`config.mk`:
```
export PLATFORM = sky130hd
export DESIGN_NAME = opnd_resolver
export DESIGN_NICKNAME = d
export VERILOG_FILES = /design/src/rtl/opnd_pkg.sv /design/src/rtl/opnd_agen.sv /design/src/rtl/opnd_seq.sv /design/src/rtl/opnd_resolver.sv
export SDC_FILE = /design/constraint.sdc
export NUM_CORES = 1
export LEC_CHECK = 0
export BUFFER_PORTS_ARGS = -buffer_cell sky130_fd_sc_hd__buf_4
export CELL_PAD_IN_SITES_DETAIL_PLACEMENT = 1
export CELL_PAD_IN_SITES_GLOBAL_PLACEMENT = 1
export CORE_UTILIZATION = 45
export DETAILED_ROUTE_END_ITERATION = 6
export HOLD_SLACK_MARGIN = 0.12
export PLACE_DENSITY = 0.94
export SYNTH_ARGS = -nofsm -noshare
export SYNTH_HDL_FRONTEND = slang
export SYNTH_HIERARCHICAL = 1
export SYNTH_SLANG_ARGS = --single-unit
```
`constraint.sdc`:
```
create_clock -name clk -period 10.2 [get_ports clk]
set_input_delay 2.04 -clock clk [delete_from_list [all_inputs] [get_ports clk]]
set_output_delay 2.04 -clock clk [all_outputs]
set_load 0.05 [all_outputs]
```
`src/rtl/opnd_pkg.sv`:
```
package opnd_pkg;

  localparam logic [3:0] M_IMM   = 4'd0;
  localparam logic [3:0] M_REG   = 4'd1;
  localparam logic [3:0] M_ABS   = 4'd2;
  localparam logic [3:0] M_RIND  = 4'd3;
  localparam logic [3:0] M_RIDX  = 4'd4;
  localparam logic [3:0] M_RDISP = 4'd5;
  localparam logic [3:0] M_MIND  = 4'd6;
  localparam logic [3:0] M_AINC  = 4'd7;
  localparam logic [3:0] M_ADEC  = 4'd8;
  localparam logic [3:0] M_SCALE = 4'd9;

  typedef enum logic [2:0] {
    S_IDLE = 3'd0,
    S_ADDR = 3'd1,
    S_MEM1 = 3'd2,
    S_MEM2 = 3'd3,
    S_DONE = 3'd4
  } seq_state_e;

endpackage

```
`src/rtl/opnd_agen.sv`:
```
module opnd_agen
  import opnd_pkg::*;
#(
  parameter int DATA_W = 16,
  parameter int ABS_W  = 8
) (
  input  logic [3:0]        mode,
  input  logic [1:0]        size,
  input  logic [DATA_W-1:0] cst,
  input  logic [DATA_W-1:0] base_v,
  input  logic [DATA_W-1:0] idx_v,
  output logic [DATA_W-1:0] ea,
  output logic [DATA_W-1:0] wb_val,
  output logic [DATA_W-1:0] direct_val,
  output logic              mode_ok,
  output logic              uses_mem,
  output logic              two_reads,
  output logic              has_wb
);

  localparam logic [DATA_W-1:0] ABS_MASK = {{(DATA_W-ABS_W){1'b0}}, {ABS_W{1'b1}}};

  function automatic logic [DATA_W-1:0] elem_step(input logic [1:0] sz);
    return {{(DATA_W-1){1'b0}}, 1'b1} << sz;
  endfunction

  function automatic logic [DATA_W-1:0] scale_idx(input logic [DATA_W-1:0] v,
                                                  input logic [1:0] sz);
    return v << sz;
  endfunction

  function automatic logic [DATA_W-1:0] abs_addr(input logic [DATA_W-1:0] c);
    return c & ABS_MASK;
  endfunction

  always_comb begin
    ea         = base_v;
    wb_val     = base_v;
    direct_val = cst;
    mode_ok    = 1'b1;
    uses_mem   = 1'b1;
    two_reads  = 1'b0;
    has_wb     = 1'b0;
    case (mode)
      M_IMM:   uses_mem = 1'b0;
      M_REG:   begin uses_mem = 1'b0; direct_val = base_v; end
      M_ABS:   ea = abs_addr(cst);
      M_RIND:  ea = base_v;
      M_RIDX:  ea = base_v + idx_v;
      M_RDISP: ea = cst + base_v;
      M_MIND:  begin ea = base_v; two_reads = 1'b1; end
      M_AINC:  begin ea = base_v; wb_val = base_v + elem_step(size); has_wb = 1'b1; end
      M_ADEC:  begin ea = base_v - elem_step(size); wb_val = base_v - elem_step(size); has_wb = 1'b1; end
      M_SCALE: ea = cst + base_v + scale_idx(idx_v, size);
      default: begin mode_ok = 1'b0; uses_mem = 1'b0; end
    endcase
  end

endmodule

```
`src/rtl/opnd_seq.sv`:
```
module opnd_seq
  import opnd_pkg::*;
#(
  parameter int DATA_W = 16,
  parameter int REG_AW = 3
) (
  input  logic              clk,
  input  logic              rst_n,
  input  logic              req_valid,
  input  logic [3:0]        req_mode,
  input  logic              req_dst,
  input  logic [REG_AW-1:0] req_base,
  input  logic [REG_AW-1:0] req_index,
  input  logic [DATA_W-1:0] req_const,
  input  logic [1:0]        req_size,
  output logic              req_ready,
  output logic [3:0]        lat_mode,
  output logic [REG_AW-1:0] lat_base,
  output logic [REG_AW-1:0] lat_index,
  output logic [DATA_W-1:0] lat_const,
  output logic [1:0]        lat_size,
  input  logic [DATA_W-1:0] ea,
  input  logic [DATA_W-1:0] wb_val,
  input  logic [DATA_W-1:0] direct_val,
  input  logic              mode_ok,
  input  logic              uses_mem,
  input  logic              two_reads,
  input  logic              has_wb,
  input  logic [DATA_W-1:0] mem_rdata,
  output logic              mem_rd_en,
  output logic [DATA_W-1:0] mem_addr,
  output logic              first_fetch,
  output logic              second_fetch,
  output logic              done,
  output logic              err,
  output logic [DATA_W-1:0] operand,
  output logic              wb_en,
  output logic [DATA_W-1:0] wb_data
);

  seq_state_e        state;
  logic              lat_dst;
  logic              err_q;
  logic              wb_q;
  logic              bad_req;
  logic [DATA_W-1:0] operand_q;
  logic [DATA_W-1:0] wb_data_q;

  assign bad_req      = !mode_ok || (lat_dst && (lat_mode == M_IMM));
  assign first_fetch  = (state == S_ADDR) && uses_mem && !bad_req;
  assign second_fetch = (state == S_MEM1) && two_reads;
  assign mem_rd_en    = first_fetch || second_fetch;
  assign mem_addr     = second_fetch ? mem_rdata : ea;

  assign req_ready = (state == S_IDLE);
  assign done      = (state == S_DONE) && !err_q;
  assign err       = (state == S_DONE) && err_q;
  assign wb_en     = done && wb_q;
  assign operand   = operand_q;
  assign wb_data   = wb_data_q;

  always_ff @(posedge clk) begin
    if (!rst_n) begin
      state     <= S_IDLE;
      lat_mode  <= '0;
      lat_dst   <= 1'b0;
      lat_base  <= '0;
      lat_index <= '0;
      lat_const <= '0;
      lat_size  <= '0;
      err_q     <= 1'b0;
      wb_q      <= 1'b0;
      operand_q <= '0;
      wb_data_q <= '0;
    end else begin
      case (state)
        S_IDLE: begin
          if (req_valid) begin
            lat_mode  <= req_mode;
            lat_dst   <= req_dst;
            lat_base  <= req_base;
            lat_index <= req_index;
            lat_const <= req_const;
            lat_size  <= req_size;
            err_q     <= 1'b0;
            wb_q      <= 1'b0;
            state     <= S_ADDR;
          end
        end
        S_ADDR: begin
          wb_q      <= has_wb && !bad_req;
          wb_data_q <= wb_val;
          if (bad_req) begin
            err_q <= 1'b1;
            state <= S_DONE;
          end else if (!uses_mem) begin
            operand_q <= direct_val;
            state     <= S_DONE;
          end else begin
            state <= S_MEM1;
          end
        end
        S_MEM1: begin
          if (two_reads) begin
            state <= S_MEM2;
          end else begin
            operand_q <= mem_rdata;
            state     <= S_DONE;
          end
        end
        S_MEM2: begin
          operand_q <= mem_rdata;
          state     <= S_DONE;
        end
        S_DONE:  state <= S_IDLE;
        default: state <= S_IDLE;
      endcase
    end
  end

endmodule

```
`src/rtl/opnd_resolver.sv`:
```
module opnd_resolver
  import opnd_pkg::*;
#(
  parameter int DATA_W = 16,
  parameter int REG_AW = 3,
  parameter int ABS_W  = 8
) (
  input  logic              clk,
  input  logic              rst_n,
  input  logic              req_valid,
  output logic              req_ready,
  input  logic [3:0]        req_mode,
  input  logic              req_dst,
  input  logic [REG_AW-1:0] req_base,
  input  logic [REG_AW-1:0] req_index,
  input  logic [DATA_W-1:0] req_const,
  input  logic [1:0]        req_size,
  output logic [REG_AW-1:0] rf_base_sel,
  output logic [REG_AW-1:0] rf_index_sel,
  input  logic [DATA_W-1:0] rf_base_val,
  input  logic [DATA_W-1:0] rf_index_val,
  output logic              mem_rd_en,
  output logic [DATA_W-1:0] mem_addr,
  input  logic [DATA_W-1:0] mem_rdata,
  output logic              done,
  output logic              err,
  output logic [DATA_W-1:0] operand,
  output logic              wb_en,
  output logic [REG_AW-1:0] wb_reg,
  output logic [DATA_W-1:0] wb_data
);

  logic [3:0]        lat_mode;
  logic [REG_AW-1:0] lat_base;
  logic [REG_AW-1:0] lat_index;
  logic [DATA_W-1:0] lat_const;
  logic [1:0]        lat_size;
  logic [DATA_W-1:0] ea;
  logic [DATA_W-1:0] wb_val;
  logic [DATA_W-1:0] direct_val;
  logic              mode_ok;
  logic              uses_mem;
  logic              two_reads;
  logic              has_wb;
  logic              first_fetch;
  logic              second_fetch;

  assign rf_base_sel  = lat_base;
  assign rf_index_sel = lat_index;
  assign wb_reg       = lat_base;

  opnd_agen #(.DATA_W(DATA_W), .ABS_W(ABS_W)) u_agen (
    .mode       (lat_mode),
    .size       (lat_size),
    .cst        (lat_const),
    .base_v     (rf_base_val),
    .idx_v      (rf_index_val),
    .ea         (ea),
    .wb_val     (wb_val),
    .direct_val (direct_val),
    .mode_ok    (mode_ok),
    .uses_mem   (uses_mem),
    .two_reads  (two_reads),
    .has_wb     (has_wb)
  );

  opnd_seq #(.DATA_W(DATA_W), .REG_AW(REG_AW)) u_seq (
    .clk          (clk),
    .rst_n        (rst_n),
    .req_valid    (req_valid),
    .req_mode     (req_mode),
    .req_dst      (req_dst),
    .req_base     (req_base),
    .req_index    (req_index),
    .req_const    (req_const),
    .req_size     (req_size),
    .req_ready    (req_ready),
    .lat_mode     (lat_mode),
    .lat_base     (lat_base),
    .lat_index    (lat_index),
    .lat_const    (lat_const),
    .lat_size     (lat_size),
    .ea           (ea),
    .wb_val       (wb_val),
    .direct_val   (direct_val),
    .mode_ok      (mode_ok),
    .uses_mem     (uses_mem),
    .two_reads    (two_reads),
    .has_wb       (has_wb),
    .mem_rdata    (mem_rdata),
    .mem_rd_en    (mem_rd_en),
    .mem_addr     (mem_addr),
    .first_fetch  (first_fetch),
    .second_fetch (second_fetch),
    .done         (done),
    .err          (err),
    .operand      (operand),
    .wb_en        (wb_en),
    .wb_data      (wb_data)
  );

endmodule

```
==> impl_results.md <==
- CP endpoint kind: primary output
- PD cells: 138 nW/um2
- Crit path time final: 8.23 ns
- Clock Pin Slew Worst Setup and Hold Paths: 0.05 ns
- Cts hold-fix bufs: 0
- Clock power share: 27.4%
- Core Area: 15,300 um2
- Switching portion of total power: 41.0%
- Slew @ Worst Pin: 1.20 ns
- Global-route wire length before repair: 40,000 um
- Drt wl/cell: 21.0 um
- Initial Utilization: 46.5%
- Setup Viol. Count Final: 0
- Unrepaired setup endpoints after global routing: false
- Largest net degree at the start of global routing: 50
- Critical path required time: 8.16 ns
- Die X: 128 um
- Hold Path Depth: 2
- Die height: 128 um
- Reg2reg path depth: 11
- Layout area overhead: 19.0%
- Fin crit share: 80.7%
- Setup Buffers After CTS: 0
- RD Place Congestion: 0.934
- Full die area: 16,300 um2
- Ratio of cells with drive above 1 in the final layout: 23.0%
- Vias per cell: 6.18
- Clock tree buffer depth: 2
- Post_cts resized: 0
- Cells after synthesis: 918
- Clock latency on the worst-skew pair: 0.34 ns
- Setup TNS Final: 0 ns
- N_diodes: 0
- First-pass iteration count of the detailed router: 5
- Cts bufs inserted: 9
- Worst vdd ir: 98.5 uV
- Maxcap violations: 0
- Vias in the first global route: 7,804
- Status: completed
- Pint: 693 uW
- Register share of total power: 25.0%
- Nets@finish: 1,158
- Most frequent cells in the layout: nand2_1 (167), buf_4 (146), a21oi_1 (97)
- Detail Route Antenna Nets: 0
- Syn Nets: 1,056
- Maximum fanout along the worst path: 7
- Comb power frac: 47.6%
- Min-delay worst type: reg2reg
- Drt drc: 0
- Initial antenna violation count: 0
- WP data arrival: 6.19 ns
- Fillers: 1,935
- Initial DRC count: 538
- Area of the mapped netlist: 7120 um2
- Final slew viol count: 0
- Fmax: 121 MHz
- Sw Pwr: 481 uW
- Leakage: 0.00370 uW
- PortBufs: 141
- Kind of critical path: in2out
- Row count: 45
- Most common cell after layout, fill and taps aside: nand2_1
- Synth warn: 6
- Final HPWL DP: 19,800 um
- I/O Pins: 142
- Vias: 7,639
- Final Skew: 0.00559 ns
- Startpoint Class: input port
- Final Hold Violating Endpoints: 0
- CTS H-tree lvls: 3
- GRT Util Overall: 31.5%
- Slew HR: 19.8%
- Gr ovfl total: 0
- CTS Sinks: 66
- Syn_area_per_cell: 7.76 um2
- Clock Tree Root: clkbuf_16
- CTS tree: done
- DRT Wirelength: 25,900 um
- Final core utilization: 55.3%
## per-stage QoR
| step | worst slack (ns) | area (um2) | hold slack (ns) | instances | power (uW) |
|---|---|---|---|---|---|
| after floorplan | 2.80 | 7120 | 0.432 | 918 | 691 |
| after global placement | 2.24 | 8170 | 0.442 | 1220 | 826 |
| after detailed placement | 2.09 | 8170 | 0.447 | 1220 | 845 |
| after CTS | 2.04 | 8480 | 0.455 | 1236 | 1170 |
| after global routing | 1.72 | 8480 | 0.492 | 1236 | 1230 |
| final | 1.97 | 8480 | 0.458 | 1236 | 1170 |
## power groups by stage
stage               Sequential, uW  Clock (uW)  Combinational [uW]
floorplan                      311           0                 380
global placement               297           0                 529
detailed placement             298           0                 547
CTS                            293         326                 552
global route                   295         336                 596
finish                         293         322                 559
## critical path: stages
cell	delay [ns]
buf_4	0.13
ha_1	0.17
inv_1	0.06
fa_1	0.41
nor2b_1	0.21
o2111ai_1	0.24
nand2_1	0.12
nor2_1	0.05
xnor2_1	0.20
ha_1	0.34
a21o_1	0.22
a21oi_1	0.18
nor3b_1	0.28
a211oi_1	0.18
nor4_1	0.28
nor3_1	0.09
nor4_1	0.30
a21bo_1	0.26
mux2_2	0.26
buf_4	0.19
## layer usage
metal	wire, um	global-route usage (%)	up-vias
li1	-	-	3515
met1	10200	36.1	3700
met4	1280	16.8	0
met5	0	0	-
met2	13000	55.9	323
met3	1440	5.18	101
## state kept, by name, summed over array words and instances, names as in the netlist
name	flops
u_seq/lat_index	3
u_seq/lat_size	2
u_seq/wb_q	1
u_seq/wb_data	16
u_seq/state	3
u_seq/err_q	1
u_seq/lat_mode	4
u_seq/lat_const	16
u_seq/operand	16
u_seq/lat_dst	1
u_seq/lat_base	3
## cell type report
class	instances	area, um2	share of cell area [%]
flip-flops and latches	66	1320	15.6
multi-input cells	772	5390	63.6
clock inverters	4	50.0	0.590
clock buffers	12	256	3.03
repair buffers	146	1100	12.9
well taps	211	264	3.11
inverters	25	93.8	1.11
## final timing paths
kind                     start                 to  slack [ns]
max             rf_base_val[0]       mem_addr[13]        1.97
min           u_seq/wb_data[5]   u_seq/wb_data[5]        0.46
max reg2reg  u_seq/lat_size[0]  u_seq/wb_data[14]        6.34
min reg2reg   u_seq/wb_data[5]   u_seq/wb_data[5]        0.46
Power figures use the tool's default switching activity.
